### src/rtl/adc_emu_pkg.sv
package adc_emu_pkg;
    typedef enum logic [1:0] {
        ST_IDLE  = 2'd0,
        ST_CONV  = 2'd1,
        ST_READY = 2'd2,
        ST_SHIFT = 2'd3
    } emu_state_e;
endpackage

### src/rtl/adc_emu_sync.sv
module adc_emu_sync #(
    parameter int              W       = 3,
    parameter int              STAGES  = 2,
    parameter logic [W-1:0]    RST_VAL = '0
) (
    input  logic         clk,
    input  logic         rst_n,
    input  logic [W-1:0] in_i,
    output logic [W-1:0] lvl_o,
    output logic [W-1:0] prev_o
);
    logic [STAGES-1:0][W-1:0] stg_q;
    logic [W-1:0]             prev_q;

    always_ff @(posedge clk or negedge rst_n) begin
        if (!rst_n) begin
            for (int i = 0; i < STAGES; i++) stg_q[i] <= RST_VAL;
            prev_q <= RST_VAL;
        end else begin
            stg_q[0] <= in_i;
            for (int i = 1; i < STAGES; i++) stg_q[i] <= stg_q[i-1];
            prev_q <= stg_q[STAGES-1];
        end
    end

    assign lvl_o  = stg_q[STAGES-1];
    assign prev_o = prev_q;
endmodule

### src/rtl/adc_emu_wake.sv
module adc_emu_wake #(
    parameter int WAKE_CYCLES = 400
) (
    input  logic clk,
    input  logic rst_n,
    input  logic shdn_n_i,
    output logic awake_o
);
    localparam int CW = $clog2(WAKE_CYCLES + 1);
    localparam logic [CW-1:0] LIMIT = CW'(WAKE_CYCLES);

    logic [CW-1:0] cnt_q;

    always_ff @(posedge clk or negedge rst_n) begin
        if (!rst_n) begin
            cnt_q <= '0;
        end else if (!shdn_n_i) begin
            cnt_q <= '0;
        end else if (cnt_q != LIMIT) begin
            cnt_q <= cnt_q + 1'b1;
        end
    end

    assign awake_o = (cnt_q == LIMIT);

    AST_SHDN_CLEARS_WAKE: assert property (@(posedge clk) disable iff (!rst_n)
        !shdn_n_i |=> !awake_o);
endmodule

### src/rtl/adc_emu_phase.sv
module adc_emu_phase #(
    parameter int MIN_PHASE = 20
) (
    input  logic clk,
    input  logic rst_n,
    input  logic active_i,
    input  logic edge_i,
    input  logic clear_i,
    output logic err_o
);
    localparam int PW = $clog2(MIN_PHASE + 1);
    localparam logic [PW-1:0] LIMIT = PW'(MIN_PHASE);

    logic [PW-1:0] gap_q;
    logic          seen_q;
    logic          err_q;

    always_ff @(posedge clk or negedge rst_n) begin
        if (!rst_n) begin
            gap_q  <= '0;
            seen_q <= 1'b0;
            err_q  <= 1'b0;
        end else if (!active_i) begin
            gap_q  <= '0;
            seen_q <= 1'b0;
            if (clear_i) err_q <= 1'b0;
        end else if (edge_i) begin
            if (seen_q && (gap_q < LIMIT)) err_q <= 1'b1;
            seen_q <= 1'b1;
            gap_q  <= PW'(1);
        end else if (gap_q < LIMIT) begin
            gap_q <= gap_q + 1'b1;
        end
    end

    assign err_o = err_q;

    AST_PHASE_ONLY_ON_EDGE: assert property (@(posedge clk) disable iff (!rst_n)
        $rose(err_o) |-> $past(active_i && edge_i));
    AST_PHASE_CLEARED: assert property (@(posedge clk) disable iff (!rst_n)
        clear_i |=> !err_o);
endmodule

### src/rtl/adc_serial_emu.sv
module adc_serial_emu
    import adc_emu_pkg::*;
#(
    parameter int DW          = 12,
    parameter int CONV_CYCLES = 750,
    parameter int MIN_PHASE   = 20,
    parameter int WAKE_CYCLES = 400,
    parameter int SYNC_STAGES = 2
) (
    input  logic          clk,
    input  logic          rst_n,
    input  logic          cs_n,
    input  logic          sclk,
    input  logic          shdn_n,
    input  logic [DW-1:0] sample,
    output logic          dout,
    output logic          dout_oe,
    output logic          err_sclk_conv,
    output logic          err_phase,
    output logic          err_not_ready
);
    localparam int CCW = $clog2(CONV_CYCLES + 1);
    localparam logic [CCW-1:0] CONV_LAST = CCW'(CONV_CYCLES - 1);
    localparam int IDX_CS = 0;
    localparam int IDX_SCLK = 1;
    localparam int IDX_SHDN = 2;

    emu_state_e    state_q, state_d;
    logic [CCW-1:0] conv_cnt_q;
    logic [DW-1:0]  shreg_q;
    logic           err_sclk_q, err_nr_q;

    logic [2:0] lvl, prev;
    logic cs_s, shdn_s, cs_fall, sclk_fall, sclk_edge, accept, abort, awake;

    adc_emu_sync #(
        .W       (3),
        .STAGES  (SYNC_STAGES),
        .RST_VAL (3'b001)
    ) u_sync (
        .clk    (clk),
        .rst_n  (rst_n),
        .in_i   ({shdn_n, sclk, cs_n}),
        .lvl_o  (lvl),
        .prev_o (prev)
    );

    assign cs_s      = lvl[IDX_CS];
    assign shdn_s    = lvl[IDX_SHDN];
    assign cs_fall   = prev[IDX_CS] & ~lvl[IDX_CS];
    assign sclk_fall = prev[IDX_SCLK] & ~lvl[IDX_SCLK];
    assign sclk_edge = prev[IDX_SCLK] ^ lvl[IDX_SCLK];
    assign accept    = cs_fall & shdn_s;
    assign abort     = cs_s | ~shdn_s;

    adc_emu_wake #(.WAKE_CYCLES(WAKE_CYCLES)) u_wake (
        .clk      (clk),
        .rst_n    (rst_n),
        .shdn_n_i (shdn_s),
        .awake_o  (awake)
    );

    adc_emu_phase #(.MIN_PHASE(MIN_PHASE)) u_phase (
        .clk      (clk),
        .rst_n    (rst_n),
        .active_i (state_q != ST_IDLE),
        .edge_i   (sclk_edge),
        .clear_i  ((state_q == ST_IDLE) && accept),
        .err_o    (err_phase)
    );

    // next-state logic
    always_comb begin
        state_d = state_q;
        unique case (state_q)
            ST_IDLE:  if (accept) state_d = ST_CONV;
            ST_CONV:  if (abort) state_d = ST_IDLE;
                      else if (conv_cnt_q == CONV_LAST) state_d = ST_READY;
            ST_READY: if (abort) state_d = ST_IDLE;
                      else if (sclk_fall) state_d = ST_SHIFT;
            ST_SHIFT: if (abort) state_d = ST_IDLE;
            default:  state_d = ST_IDLE;
        endcase
    end

    // state register
    always_ff @(posedge clk or negedge rst_n) begin
        if (!rst_n) state_q <= ST_IDLE;
        else        state_q <= state_d;
    end

    // datapath and flags
    always_ff @(posedge clk or negedge rst_n) begin
        if (!rst_n) begin
            conv_cnt_q <= '0;
            shreg_q    <= '0;
            err_sclk_q <= 1'b0;
            err_nr_q   <= 1'b0;
        end else begin
            unique case (state_q)
                ST_IDLE: if (accept) begin
                    conv_cnt_q <= '0;
                    shreg_q    <= sample;
                    err_sclk_q <= 1'b0;
                    err_nr_q   <= ~awake;
                end
                ST_CONV: begin
                    conv_cnt_q <= conv_cnt_q + 1'b1;
                    if (sclk_edge) err_sclk_q <= 1'b1;
                end
                ST_SHIFT: if (!abort && sclk_fall) shreg_q <= {shreg_q[DW-2:0], 1'b0};
                default: ;
            endcase
        end
    end

    // outputs
    always_comb begin
        dout_oe = 1'b1;
        dout    = 1'b0;
        unique case (state_q)
            ST_IDLE:  dout_oe = 1'b0;
            ST_CONV:  dout    = 1'b0;
            ST_READY: dout    = 1'b1;
            ST_SHIFT: dout    = shreg_q[DW-1];
            default:  dout_oe = 1'b0;
        endcase
    end

    assign err_sclk_conv = err_sclk_q;
    assign err_not_ready = err_nr_q;

    AST_CS_HIGH_RELEASES: assert property (@(posedge clk) disable iff (!rst_n)
        cs_s |=> !dout_oe);
    AST_START_DRIVES_LOW: assert property (@(posedge clk) disable iff (!rst_n)
        $rose(dout_oe) |-> !dout);
    AST_CONV_FULL_LENGTH: assert property (@(posedge clk) disable iff (!rst_n)
        ($past(state_q) == ST_CONV && state_q == ST_READY) |-> $past(conv_cnt_q) == CONV_LAST);
    AST_SCLK_IN_CONV: assert property (@(posedge clk) disable iff (!rst_n)
        (state_q == ST_CONV && sclk_edge) |=> err_sclk_conv);
    AST_SHDN_RELEASES: assert property (@(posedge clk) disable iff (!rst_n)
        !shdn_s |=> !dout_oe);
endmodule

### config.mk
export PLATFORM = sky130hd
export DESIGN_NAME = adc_serial_emu
export DESIGN_NICKNAME = d
export VERILOG_FILES = /design/src/rtl/adc_emu_pkg.sv /design/src/rtl/adc_emu_sync.sv /design/src/rtl/adc_emu_wake.sv /design/src/rtl/adc_emu_phase.sv /design/src/rtl/adc_serial_emu.sv
export SDC_FILE = /design/constraint.sdc
export NUM_CORES = 1
export LEC_CHECK = 0
export BUFFER_PORTS_ARGS = -buffer_cell sky130_fd_sc_hd__buf_2
export CAP_MARGIN = 0
export CORE_ASPECT_RATIO = 0.7
export CORE_MARGIN = 1.5
export CORE_UTILIZATION = 55
export CTS_CLUSTER_DIAMETER = 150
export DETAILED_ROUTE_END_ITERATION = 12
export PLACE_DENSITY = 0.83
export SLEW_MARGIN = 20
export SYNTH_ARGS = -nofsm -noshare
export SYNTH_HDL_FRONTEND = slang
export SYNTH_SLANG_ARGS = --single-unit
### constraint.sdc
create_clock -name clk -period 2.1 [get_ports clk]
set_input_delay 0 -clock clk [delete_from_list [all_inputs] [get_ports clk]]
set_output_delay 0 -clock clk [all_outputs]
set_load 0.005 [all_outputs]
==> Word level (Yosys, flattened, before mapping) <==
Index checks and enable logic that the tools add are counted.
{ "op_classes": {"eq_ne": 16, "n_reduce_logical": 15, "n_bitwise": 9, "mux": 27, "add_sub_neg": 3, "order_cmp": 1} }
{ "op_table": {"columns": ["cell", "count"], "rows": [
  ["12-bit 2-to-1 mux", 2],
  ["12-bit one-hot mux with 2 select lines", 1],
  ["10-bit one-hot mux with 2 select lines", 1],
  ["9-bit 2-to-1 mux", 2],
  ["5-bit 2-to-1 mux", 3],
  ["2-bit 2-to-1 mux", 6],
  ["2-bit inequality test, second input constant", 6],
  ["10-bit by 1-bit adder with 10-bit output, second input constant", 1],
  ["10-bit equality test, second input constant", 1],
  ["10-bit 2-to-1 mux", 1],
  ["9-bit by 1-bit adder with 9-bit output, second input constant", 1],
  ["9-bit equality test, second input constant", 1],
  ["3-bit inequality test, second input constant", 3],
  ["9-bit inequality test, second input constant", 1],
  ["3-bit AND reduction", 3],
  ["1-bit 2-to-1 mux", 8],
  ["2-bit one-hot mux with 4 select lines", 1],
  ["2-bit nonzero test", 4],
  ["5-bit by 1-bit adder with 5-bit output, second input constant", 1],
  ["5-bit < comparator, second input constant", 1],
  ["2-bit equality test, second input constant", 2],
  ["1-bit NOT", 4],
  ["1-bit one-hot mux with 2 select lines", 2],
  ["2-bit AND reduction", 2],
  ["9 further kinds", 13]
]} }
{ "totals": {"elab_cells": 83, "output_inout_bits": 5, "register_bits": 50, "in_bits": 17} }

==> Logic depth before layout (Yosys ltp) <==
Gate-level depths: netlist of the first run.
{ "depth": {"depth_word": 6, "ltp_mapped": 7, "mapped_depth_nobuf": 6} }

==> Modules after synthesis <==
From an unflattened synthesis of the first run, not the netlist that was laid out.
{ "hier_totals": {"cells_unflattened": 224, "area_unflattened_um2": 2404.8} }
{ "by_module_without_submodules": {"columns": ["mod", "area_per_inst_um2", "instances", "seq_area_each_um2", "cells_per_inst"], "rows": [
  ["adc_serial_emu", 1331.3, 1, 650.6, 134],
  ["adc_emu_wake", 503.0, 1, 225.2, 50],
  ["adc_emu_phase", 319.1, 1, 175.2, 28],
  ["adc_emu_sync", 251.5, 1, 229.0, 12]
]} }

==> Worst setup path before layout of the first run <==
No wires, ideal clock.
{ "synth_path": {"path_type": "flip-flop to flip-flop", "from": "reg state_q[1]", "to": "reg err_nr_q, in the netlist err_not_ready", "t_arrival_ps": 1377, "period_less_slack_ps": 1504, "required_time_ps": 1972, "path_buffers": 2, "setup_slack_ps": 596, "setup_time_ps": 128, "path_stages_with_launch": 6, "path_cell_list": "dfrtp_1 > buf_6 > nand4bb_4 > buf_6 > nor2_4 > mux2_1"} }
{ "synth_via": {"elab_chain_cells": 2} }
{ "synth_lines": {"columns": ["item", "line", "source"], "rows": [
  ["start, declared", "adc_serial_emu.sv:28", "emu_state_e state_q, state_d;"],
  ["start signal, assigned", "adc_serial_emu.sv:89", "else state_q <= state_d;"],
  ["2-bit zero test", "adc_serial_emu.sv:100", "unique case (state_q)"],
  ["2-bit AND reduction (no source line)", null, null],
  ["end signal, assigned", "adc_serial_emu.sv:105", "err_nr_q <= ~awake;"],
  ["end, declared", "adc_serial_emu.sv:31", "logic err_sclk_q, err_nr_q;"]
]} }
Every way passes these cells.
A chain may end at the register's enable or synchronous reset.

==> Worst setup path after layout of the first run <==
{ "layout_path": {"from": "reg state_q[0]", "to": "reg conv_cnt_q[8]"} }
{ "layout_via": {"elab_chain_cells": 3, "elab_cells_between_ends": 6, "cone_classes": "eq/ne: 2; mux: 1; reduce/logical: 3"} }
{ "layout_lines": {"columns": ["item", "line", "source"], "rows": [
  ["2-bit by 1-bit equality test with 1-bit output / 2-bit zero test (equally long branches)", "adc_serial_emu.sv:100", null],
  ["2-bit nonzero test (no source line) / 2-bit inequality test (equally long branches)", null, null],
  ["2-bit AND reduction (no source line)", null, null],
  ["end signal, assigned", "adc_serial_emu.sv:108", "conv_cnt_q <= conv_cnt_q + 1'b1;"],
  ["end, declared", "adc_serial_emu.sv:29", "logic [CCW-1:0] conv_cnt_q;"]
]} }
Several ways; a longest one is shown, not always the timed one.

==> results.toml, run 1 <==
[cts]
clock-sinks = 50
cts_made_buffers = 5
clockRootBuffer = "clkbuf_8"
cts_resized = 0
tritoncts = "done"
htreeDepth = 2
clockBufferDepth = 2
cts_setup_buffers = 0
clock_latency_ps = 310
clk_pin_slew_worst_paths_ps = 90

[sta]
clock_skew_ps = 12.47
finalMaxSlewViolations = 0
slew-limit-headroom = 0.5864
worst_slew_pin_slew_ps = 618.9
fin_crit_ps = 1741
timing.final.hold_violations = 0
setup_violations = 0
max_clock_freq_mhz = 574.5
whs_ps = 4.163
finalCritPeriodShare = 0.8288
finalWorstSetupSlack_ps = 359.5
rsz0062_at_grt = "false"
final.setup.tns_ps = 0

[worst_setup_path]
crit_slowest_cell = "dfrtp_1"
cpLargestDelayFamily = "flip-flops"
worstSetupStartpoint = "state_q[0]"
r2r_cells = 4
required_ps = 2300
path_buf_inv = 0
r2r_start = "state_q[0]"
max_stage_delay_ps = 550
critical_path_class = "register to register"
rrSetupSlack_ps = 360
cp_num_cells = 4
endpoint = "conv_cnt_q[8]"
cp-end-kind = "register"
cp-start-kind = "register"
critPathMaxFanout = 14
path_cells = "nand2b_1 -> a2111oi_2 -> xnor2_1 -> nor2_2"
arrival_ps = 1940
r2r-end = "conv_cnt_q[8]"

[floorplanning]
die_area_mm2 = 0.004732
rows = 19
initial_utilization = 0.5882
fp.coreArea_mm2 = 0.004041
die_w_um = 81.58
die-height_um = 58.01
pin_count = 22

[finish]
fin_util = 0.6817
syn_to_final_growth_pct = 15.89
fin_area_mm2 = 0.002755
antenna_cells = 0
drive_above_1_share = 0.1850
final_nets = 276
instances_no_fill = 306

[drt]
totalWireLength_um = 4254
wire_per_inst_um = 13.90
drtAntennaViolNets = 0
drt-vias-per-instance = 5.275
first_pass_iters = 6
drc = 0
num_vias = 1614
drt_iter0_drc = 77

[yosys]
yosysSeqAreaShare = 0.5279
synth_cells = 218
synth_top_cell_by_area = "dfrtp_1"
synth_commonest_cells = "47 x dfrtp_1, 26 x nand2_1, 14 x o21ai_0"
syn-num-nets = 241
ys_ff_latch = 50
synthesis.area_mm2 = 0.002377
async_flop_share = 1.000
synth_top_area_frac = 0.4947
synth_edf_count = 0
yosys.cell_types.count = 40
synth_warnings = 0
synthTopCellsByArea = "dfrtp_1 49%, mux2i_1 5.1%, xnor2_1 4.8%, nand2_1 4.1%, dfstp_2 3.3%"
yosysMostFrequentCell = "dfrtp_1"
ys.flop_type = "dfrtp_1"
synth_area_per_cell_um2 = 10.90

[global_route]
antenna_found_initial = 0
grt_overflow = 0
grt_max_degree = 51
first_global_vias = 1593
grt_use_total = 0.2067
grt_pass1_wl_um = 7258

[placed_design]
hpwl_um = 2860
preCtsSetupSlack_ps = 385.6
numPortBuffers = 21
place_area_mm2 = 0.002509
gp_congestion = 0.7959
dp_cells = 285

[pwr]
peakVddDrop_mv = 0.5326
power_density_mw_per_mm2 = 726.7
p_leak_nw = 1.284
power_mw = 2.002

[hold_path]
hp-class = "primary input to register"
worstHoldStart = "sample[10]"

[run]
cap_violations = 0

[outcome]
outcome = "complete, no violations"
worst min path at each step:
stage,end,depth (start not counted)
global placement,u_sync.stg_q[0],1
global route,shreg_q[10],3
finish,shreg_q[10],3
floorplan,conv_cnt_q[0],0
CTS,shreg_q[7],3
detailed placement,u_sync.stg_q[0],1
area by class of cell:
cell class | count | area, um^2
Tap cell | 52 | 65.06
Multi-Input combinational cell | 151 | 1035
Clock buffer | 7 | 86.33
Sequential cell | 50 | 1255
Fill cell | 330 | 1286
Inverter | 9 | 33.78
Timing Repair Buffer | 36 | 250.2
Clock inverter | 1 | 30.03
state kept, by name, summed over array words and instances, names as in the netlist:
name / count
u_phase.err_o: 1
state_q: 2
u_sync.stg_q: 3
err_sclk_conv: 1
u_wake.cnt_q: 9
u_phase.gap_q: 5
u_sync.prev_o: 2
u_sync.lvl_o: 3
shreg_q: 12
conv_cnt_q: 10
err_not_ready: 1
u_phase.seen_q: 1
worst register-to-register path, cell delays in order (launching register included):
cell	delay, ps
dfrtp_1	550
nand2b_1	410
a2111oi_2	440
xnor2_1	180
nor2_2	50
cell usage in the layout (no fill, tap or decap), types with 2 or more instances in the layout:
cell type and count:
dfrtp_1 47, nand2_1 26, buf_2 21, o21ai_0 14, xnor2_1 13, dlygate4sd3_1 13, mux2i_1 12, nor2_1 10
nand3_1 10, inv_1 9, o21ai_1 9, a21oi_1 7, ha_1 6, clkbuf_8 6, a21boi_0 4, and2_1 4
nor2b_1 3, a2111oi_2 3, nor2_2 3, a211oi_2 3, or3_1 3, dfstp_2 3, and4bb_2 2, and3_1 2
nor3_1 2, nand4b_1 2, buf_4 2
kinds of logic after synthesis:
logic type | Yosys count | synth area share
buffers and inverters | 17 | 0.03684
xor gates and xnor gates | 14 | 0.05158
adders and majority gates | 6 | 0.03158
AOI/OAI and AO/OA | 43 | 0.1195
and+or+nand+nor | 74 | 0.1726
muxes | 14 | 0.06000
DFF | 50 | 0.5279
layer usage:
metal / up-vias / global-route usage / share of wire
li1: 821 / - / -
met1: 772 / 0.2945 / 0.50
met2: 16 / 0.3022 / 0.46
met3: 5 / 0.06772 / 0.030
met4: 0 / 0.06538 / 0.012
met5: - / 0 / 0
timing repair:
| item | CTS | global route |
|---|---|---|
| hold endpoints to repair | 58 | 1 |
| hold buffers | 12 | 1 |
| setup endpoints to repair | 0 | 0 |
power by group:
part	internal (mW)	switching, mW
clock network	0.388	0.305
logic	0.0938	0.107
registers	1.04	0.0641
(Power assumes the default switching activity.)
==> inputs of run 2 (changes only) <==
--- a/config.mk
+++ b/config.mk
@@ -5,11 +5,12 @@
 export SDC_FILE = /design/constraint.sdc
 export NUM_CORES = 1
 export LEC_CHECK = 0
+export ABC_AREA = 1
 export BUFFER_PORTS_ARGS = -buffer_cell sky130_fd_sc_hd__buf_2
 export CAP_MARGIN = 0
 export CORE_ASPECT_RATIO = 0.7
 export CORE_MARGIN = 1.5
-export CORE_UTILIZATION = 55
+export CORE_UTILIZATION = 53
 export CTS_CLUSTER_DIAMETER = 150
 export DETAILED_ROUTE_END_ITERATION = 12
 export PLACE_DENSITY = 0.83
==> constraint.sdc (replaced) <==
create_clock -name clk -period 1.5 [get_ports clk]
set_input_delay 0 -clock clk [delete_from_list [all_inputs] [get_ports clk]]
set_output_delay 0 -clock clk [all_outputs]
set_load 0.005 [all_outputs]
==> run 2 against run 1 <==
Net effect: fmax up 22%; setup slack got worse by 280 ps; critical path type unchanged; wire length is 21% higher; clock power is 18% higher; synthesized cell count is 40% higher; worst hold slack worse by 3.3 ps; critical endpoint is now shreg_q[9]; critical path depth grew 3.
==> results.toml, run 2 <==
[sta]
finalWorstSetupSlack_ps = 75.15
clock_skew_ps = 9.082
timing.final.hold_violations = 0
fin_crit_ps = 1425
finalCritPeriodShare = 0.9499
finalMaxSlewViolations = 0
setup_violations = 0
worst_slew_pin_slew_ps = 328.8
slew-limit-headroom = 0.7808
rsz0062_at_grt = "true"
whs_ps = 0.8190
max_clock_freq_mhz = 701.8

[worst_setup_path]
required_ps = 1700
crit_slowest_cell = "dfstp_2"
path_common_cell = "nand2_1"
max_stage_delay_ps = 540
cp-start-kind = "register"
critPathMaxFanout = 24
cp-end-kind = "register"
critical_path_class = "register to register"
arrival_ps = 1620
path_cells = "inv_1 -> nand2_1 -> nor2_4 -> nand2_2 -> nand2_8 -> nand2_1 -> o21ai_0"

[floorplanning]
die_w_um = 85.40
initial_utilization = 0.5654
rows = 20
die-height_um = 60.68
fp.coreArea_mm2 = 0.004454
die_area_mm2 = 0.005181
pin_count = 22

[finish]
final_common_cell = "nand2_1"
fin_util = 0.6463
regMostFlops = "shreg_q"
reg_top3 = "shreg_q x12, conv_cnt_q x10, u_wake.cnt_q x9"
drive_above_1_share = 0.1608
most-common-layout-cells = "73 x nand2_1, 46 x dfrtp_1, 45 x inv_1"
fillers = 363
instances_no_fill = 397
largest_reg_flops = 12
syn_to_final_growth_pct = 14.31
fin_area_mm2 = 0.002879
final_nets = 364
antenna_cells = 0

[cts]
clk_pin_slew_worst_paths_ps = 90
clockBufferDepth = 2
htreeDepth = 2
clockRootBuffer = "clkbuf_8"
cts_made_buffers = 5
tritoncts = "done"
clock-sinks = 50
cts_setup_buffers = 0
clock_latency_ps = 310

[drt]
drtAntennaViolNets = 0
num_vias = 2080
drc = 0
drt-vias-per-instance = 5.239
wire_per_inst_um = 12.94
drt_iter0_drc = 115
totalWireLength_um = 5137
first_pass_iters = 4

[pwr]
power_density_mw_per_mm2 = 1376
p_leak_nw = 1.435
peakVddDrop_mv = 0.9024

[global_route]
grt_use_total = 0.2194
antenna_found_initial = 0
grt_max_degree = 51
grt_overflow = 0
first_global_vias = 1911
grt_pass1_wl_um = 8625

[placed_design]
hpwl_um = 3621
preCtsSetupSlack_ps = 31.49
place_area_mm2 = 0.002710
numPortBuffers = 21
gp_congestion = 0.8727
dp_cells = 383

[yosys]
synth_top_cell_by_area = "dfrtp_1"
synthesis.area_mm2 = 0.002519
synthTopCellsByArea = "dfrtp_1 47%, nand2_1 11%, inv_1 6.7%, o21ai_0 5.0%, nor2_1 4.6%"
synth_simple_gate_area_frac = 0.2464
yosys.cell_types.count = 26
synth_edf_count = 0
synth_top_area_frac = 0.4670
synth_xor_xnor_area_share = 0.01391
synth_top_family_by_area = "simple AND/OR/NAND/NOR gates"
synth_commonest_cells = "74 x nand2_1, 47 x dfrtp_1, 45 x inv_1"
syn-num-nets = 329
synthMuxAreaShare = 0
synth_warnings = 0
synth_adder_area_share = 0.02981
yosysSeqAreaShare = 0.4983
ys_ff_latch = 50
synth_area_per_cell_um2 = 8.231
yosysMostFrequentCell = "nand2_1"
synth_compound_area_frac = 0.1257
synth_cells = 306
async_flop_share = 1.000
ys.flop_type = "dfrtp_1"

[run]
cap_violations = 0

[outcome]
outcome = "complete, no violations"

[hold_path]
hp-class = "primary input to register"
-- run 2: cell types whose count changed after synthesis, sizes merged, moves of 5 or more --
cell | previous run | this run
xnor2 | 13 | 1
o21ai | 23 | 35
nor2 | 14 | 33
nand3 | 10 | 21
mux2i | 12 | 0
a21boi | 5 | 0
a21oi | 7 | 13
inv | 9 | 45
nand2 | 26 | 78
-- run 2: logic make-up after synthesis --
logic type | after synthesis
compound gates | 55
xor+xnor | 4
fa+ha+maj | 6
buf+inv | 51
flops | 50
simple gates | 140
-- run 2: worst max-delay path: cells and delay by family (launching register included) --
family                 cells  cell delay [ps]
AO/OA/AOI/OAI              1               80
buffers and inverters      1              110
flip-flops                 1              540
AND/OR/NAND/NOR            5              580
-- run 2: metrics by stage --
step           total power, mW  TNS (ps)
6_report                 3.961         0
3_3_place_gp             3.054         0
3_5_place_dp             3.120         0
4_1_cts                  3.952         0
2_1_floorplan            2.755         0
5_1_grt                  4.247    -1.218
-- run 2: power by group --
part	switching [mW]	leakage (nW)	internal, mW
Sequential	0.234	0.633	1.66
Clock	0.443	0.0482	0.373
Combinational	0.755	0.754	0.495
Total	1.43	1.43	2.53
-- run 2: what timing repair did --
item                                   in CTS  in global routing
resized for setup                           0                  4
hold buffers                                6                  0
endpoints found under the hold margin      55                  0
setup endpoints to repair                   0                 18
-- run 2: path summary, 6_finish.rpt --
kind,from,endpoint,slack [ps],depth (start not counted)
setup reg to reg,u_sync.lvl_o[0],shreg_q[9],80,7
min in group asynchronous,rst_n,u_phase.gap_q[4],190,3
max in group asynchronous,rst_n,u_sync.stg_q[0],1000,3
setup / recovery,u_sync.lvl_o[0],shreg_q[9],80,7
hold / removal,sample[10],shreg_q[10],0.8,5
hold reg to reg,u_sync.stg_q[1],u_sync.lvl_o[1],360,0
-- run 2: area by class of cell --
cell class	count	area, um^2	area share
Tap cell	55	68.82	0.02390
Clock inverter	1	5.005	0.001738
Multi-Input combinational cell	205	1064	0.3694
Sequential cell	50	1256	0.4363
Inverter	45	168.9	0.05867
Clock buffer	7	86.33	0.02999
Timing Repair Buffer	34	230.2	0.07997
-- run 2: layer usage --
metal | GRT usage | vias to the layer above | wire length (um)
li1 | - | 1041 | -
met1 | 0.3084 | 987 | 2555
met2 | 0.3390 | 46 | 2318
met3 | 0.04490 | 6 | 232
met4 | 0.09677 | 0 | 31
met5 | 0 | - | 0
==> inputs of run 3 (changes only) <==
--- a/config.mk
+++ b/config.mk
@@ -6,7 +6,7 @@
 export NUM_CORES = 1
 export LEC_CHECK = 0
 export ABC_AREA = 1
-export BUFFER_PORTS_ARGS = -buffer_cell sky130_fd_sc_hd__buf_2
+export BUFFER_PORTS_ARGS = -buffer_cell sky130_fd_sc_hd__clkbuf_2
 export CAP_MARGIN = 0
 export CORE_ASPECT_RATIO = 0.7
 export CORE_MARGIN = 1.5
@@ -17,4 +17,5 @@
 export SLEW_MARGIN = 20
 export SYNTH_ARGS = -nofsm -noshare
 export SYNTH_HDL_FRONTEND = slang
+export SYNTH_HIERARCHICAL = 1
 export SYNTH_SLANG_ARGS = --single-unit
==> run 3 against run 2 <==
Net effect: fmax up 4.1%; combinational power down 3%; power up 2.6%; die area up 2.5%; register-to-register slack better by 60 ps; wire length down 6.4%; first-iteration DRC count down 23%; final area up 2.1%; sequential power up 2%.
==> results.toml, run 3 <==
[cts]
tritoncts = "done"
clk_pin_slew_worst_paths_ps = 90
cts_made_buffers = 5
htreeDepth = 2
cts_setup_buffers = 0
clock-sinks = 50
clockBufferDepth = 2
clock_latency_ps = 300
clockRootBuffer = "clkbuf_8"

[floorplanning]
die-height_um = 61.42
die_w_um = 86.45
rows = 21
pin_count = 22
fp.coreArea_mm2 = 0.004730
die_area_mm2 = 0.005309
initial_utilization = 0.5463

[worst_setup_path]
cp-end-kind = "register"
rrSetupSlack_ps = 130
r2r_start = "state_q[0]"
r2r_cells = 7
critPathMaxFanout = 7
r2r-end = "u_phase/err_o"
cp-start-kind = "register"
arrival_ps = 1590
critical_path_class = "register to register"
required_ps = 1720

[finish]
reg_top3 = "shreg_q x12, conv_cnt_q x10, u_wake/cnt_q x9"
drive_above_1_share = 0.1756
largest_reg_flops = 12
antenna_cells = 0
ff_latch_area_mm2 = 0.001259
final_nets = 375
final_common_cell = "nand2_1"
fillers = 417
syn_to_final_growth_pct = 13.80
regMostFlops = "shreg_q"
instances_no_fill = 410
most-common-layout-cells = "75 x nand2_1, 50 x inv_1, 44 x dfrtp_1"
multi_input_area_mm2 = 0.001099

[yosys]
syn-num-nets = 345
synth_cells = 322
synthesis.area_mm2 = 0.002584
synth_area_per_cell_um2 = 8.024
synth_warnings = 6

[hold_path]
worstHoldStart = "sample[7]"
hp-class = "primary input to register"
hold_depth = 5
holdPathEnd = "shreg_q[7]"

[sta]
worst_slew_pin_slew_ps = 473.3
finalCritPeriodShare = 0.9125
fin_crit_ps = 1369
finalWorstSetupSlack_ps = 131.3
final.setup.tns_ps = 0
whs_ps = 12.38
setup_violations = 0
finalMaxSlewViolations = 0
timing.final.hold_violations = 0
clock_skew_ps = 5.532
max_clock_freq_mhz = 730.6
slew-limit-headroom = 0.6845

[run]
cap_violations = 0

[drt]
num_vias = 2074
drc = 0
drt-vias-per-instance = 5.059
wire_per_inst_um = 11.73
drt_iter0_drc = 88
totalWireLength_um = 4809
first_pass_iters = 4
drtAntennaViolNets = 0

[pwr]
power_density_mw_per_mm2 = 1382
peakVddDrop_mv = 0.6832
p_leak_nw = 1.476

[outcome]
outcome = "complete, no violations"

[global_route]
grt_overflow = 0
grt_max_degree = 25
antenna_found_initial = 0
grt_use_total = 0.2009
first_global_vias = 1751
grt_pass1_wl_um = 7997

[placed_design]
dp_cells = 396
gp_congestion = 0.8314
numPortBuffers = 21
preCtsSetupSlack_ps = 49.37
hpwl_um = 3532
==> run 3: cell types whose count changed in the layout (fill, tap and decap cells not counted), moves of 3 or more <==
cell      delta
buf_2       -21
buf_4        -3
clkbuf_2    +21
inv_1        +5
nand3_1      +7
nor2_1       -6
nor2_2       +4
o21ai_0      +3
o22ai_1      -3
==> run 3: power breakdown <==
part	total (mW)	internal (mW)	switching, mW
Combinational	1.21	0.460	0.751
Clock	0.925	0.491	0.434
Sequential	1.93	1.68	0.249
==> run 3: area by class of cell <==
class	count	share of cell area
Sequential cell	50	0.4281
Multi-Input combinational cell	212	0.3736
Timing Repair Buffer	31	0.07064
Inverter	52	0.06638
Tap cell	57	0.02426
Clock buffer	5	0.02340
Clock inverter	3	0.01362
==> run 3: through the flow <==
stage	cell area (um^2)	power, mW	utilization
after detailed placement	2739	3.100	0.5791
after global routing	2940	4.394	0.6217
final	2940	4.064	0.6217
after global placement	2739	3.023	0.5791
after floorplan	2584	2.735	-
after CTS	2908	4.048	0.6148
==> run 3: worst max-delay path by stage <==
stage	from	endpoint	cells after the start
final	state_q[0]	u_phase/err_o	7
after global routing	state_q[0]	u_phase/err_o	7
after CTS	state_q[0]	shreg_q[6]	5
after detailed placement	state_q[0]	shreg_q[6]	5
after global placement	state_q[0]	shreg_q[0]	5
after floorplan	u_sync/lvl_o[0]	shreg_q[10]	9
==> run 3: per-layer routing <==
metal,routed length (um),up-vias,share of wire,track usage
met2,2082,29,0.43,0.3047
met1,2493,957,0.52,0.2877
li1,-,1080,-,-
met5,0,-,0,0
met4,91,0,0.019,0.08295
met3,142,8,0.030,0.04021
==> run 3: timing repair <==
item	in CTS	in global routing
hold endpoints to repair	26	0
setup endpoints to repair	0	20
hold buffers	6	0
resized for setup	0	10
==> run 3: critical path: stages, from the launching register on <==
cell	delay, ps
dfrtp_2	470
nor2_4	180
inv_1	90
inv_1	160
nor2_4	70
inv_1	70
nand3_1	60
o21ai_0	190
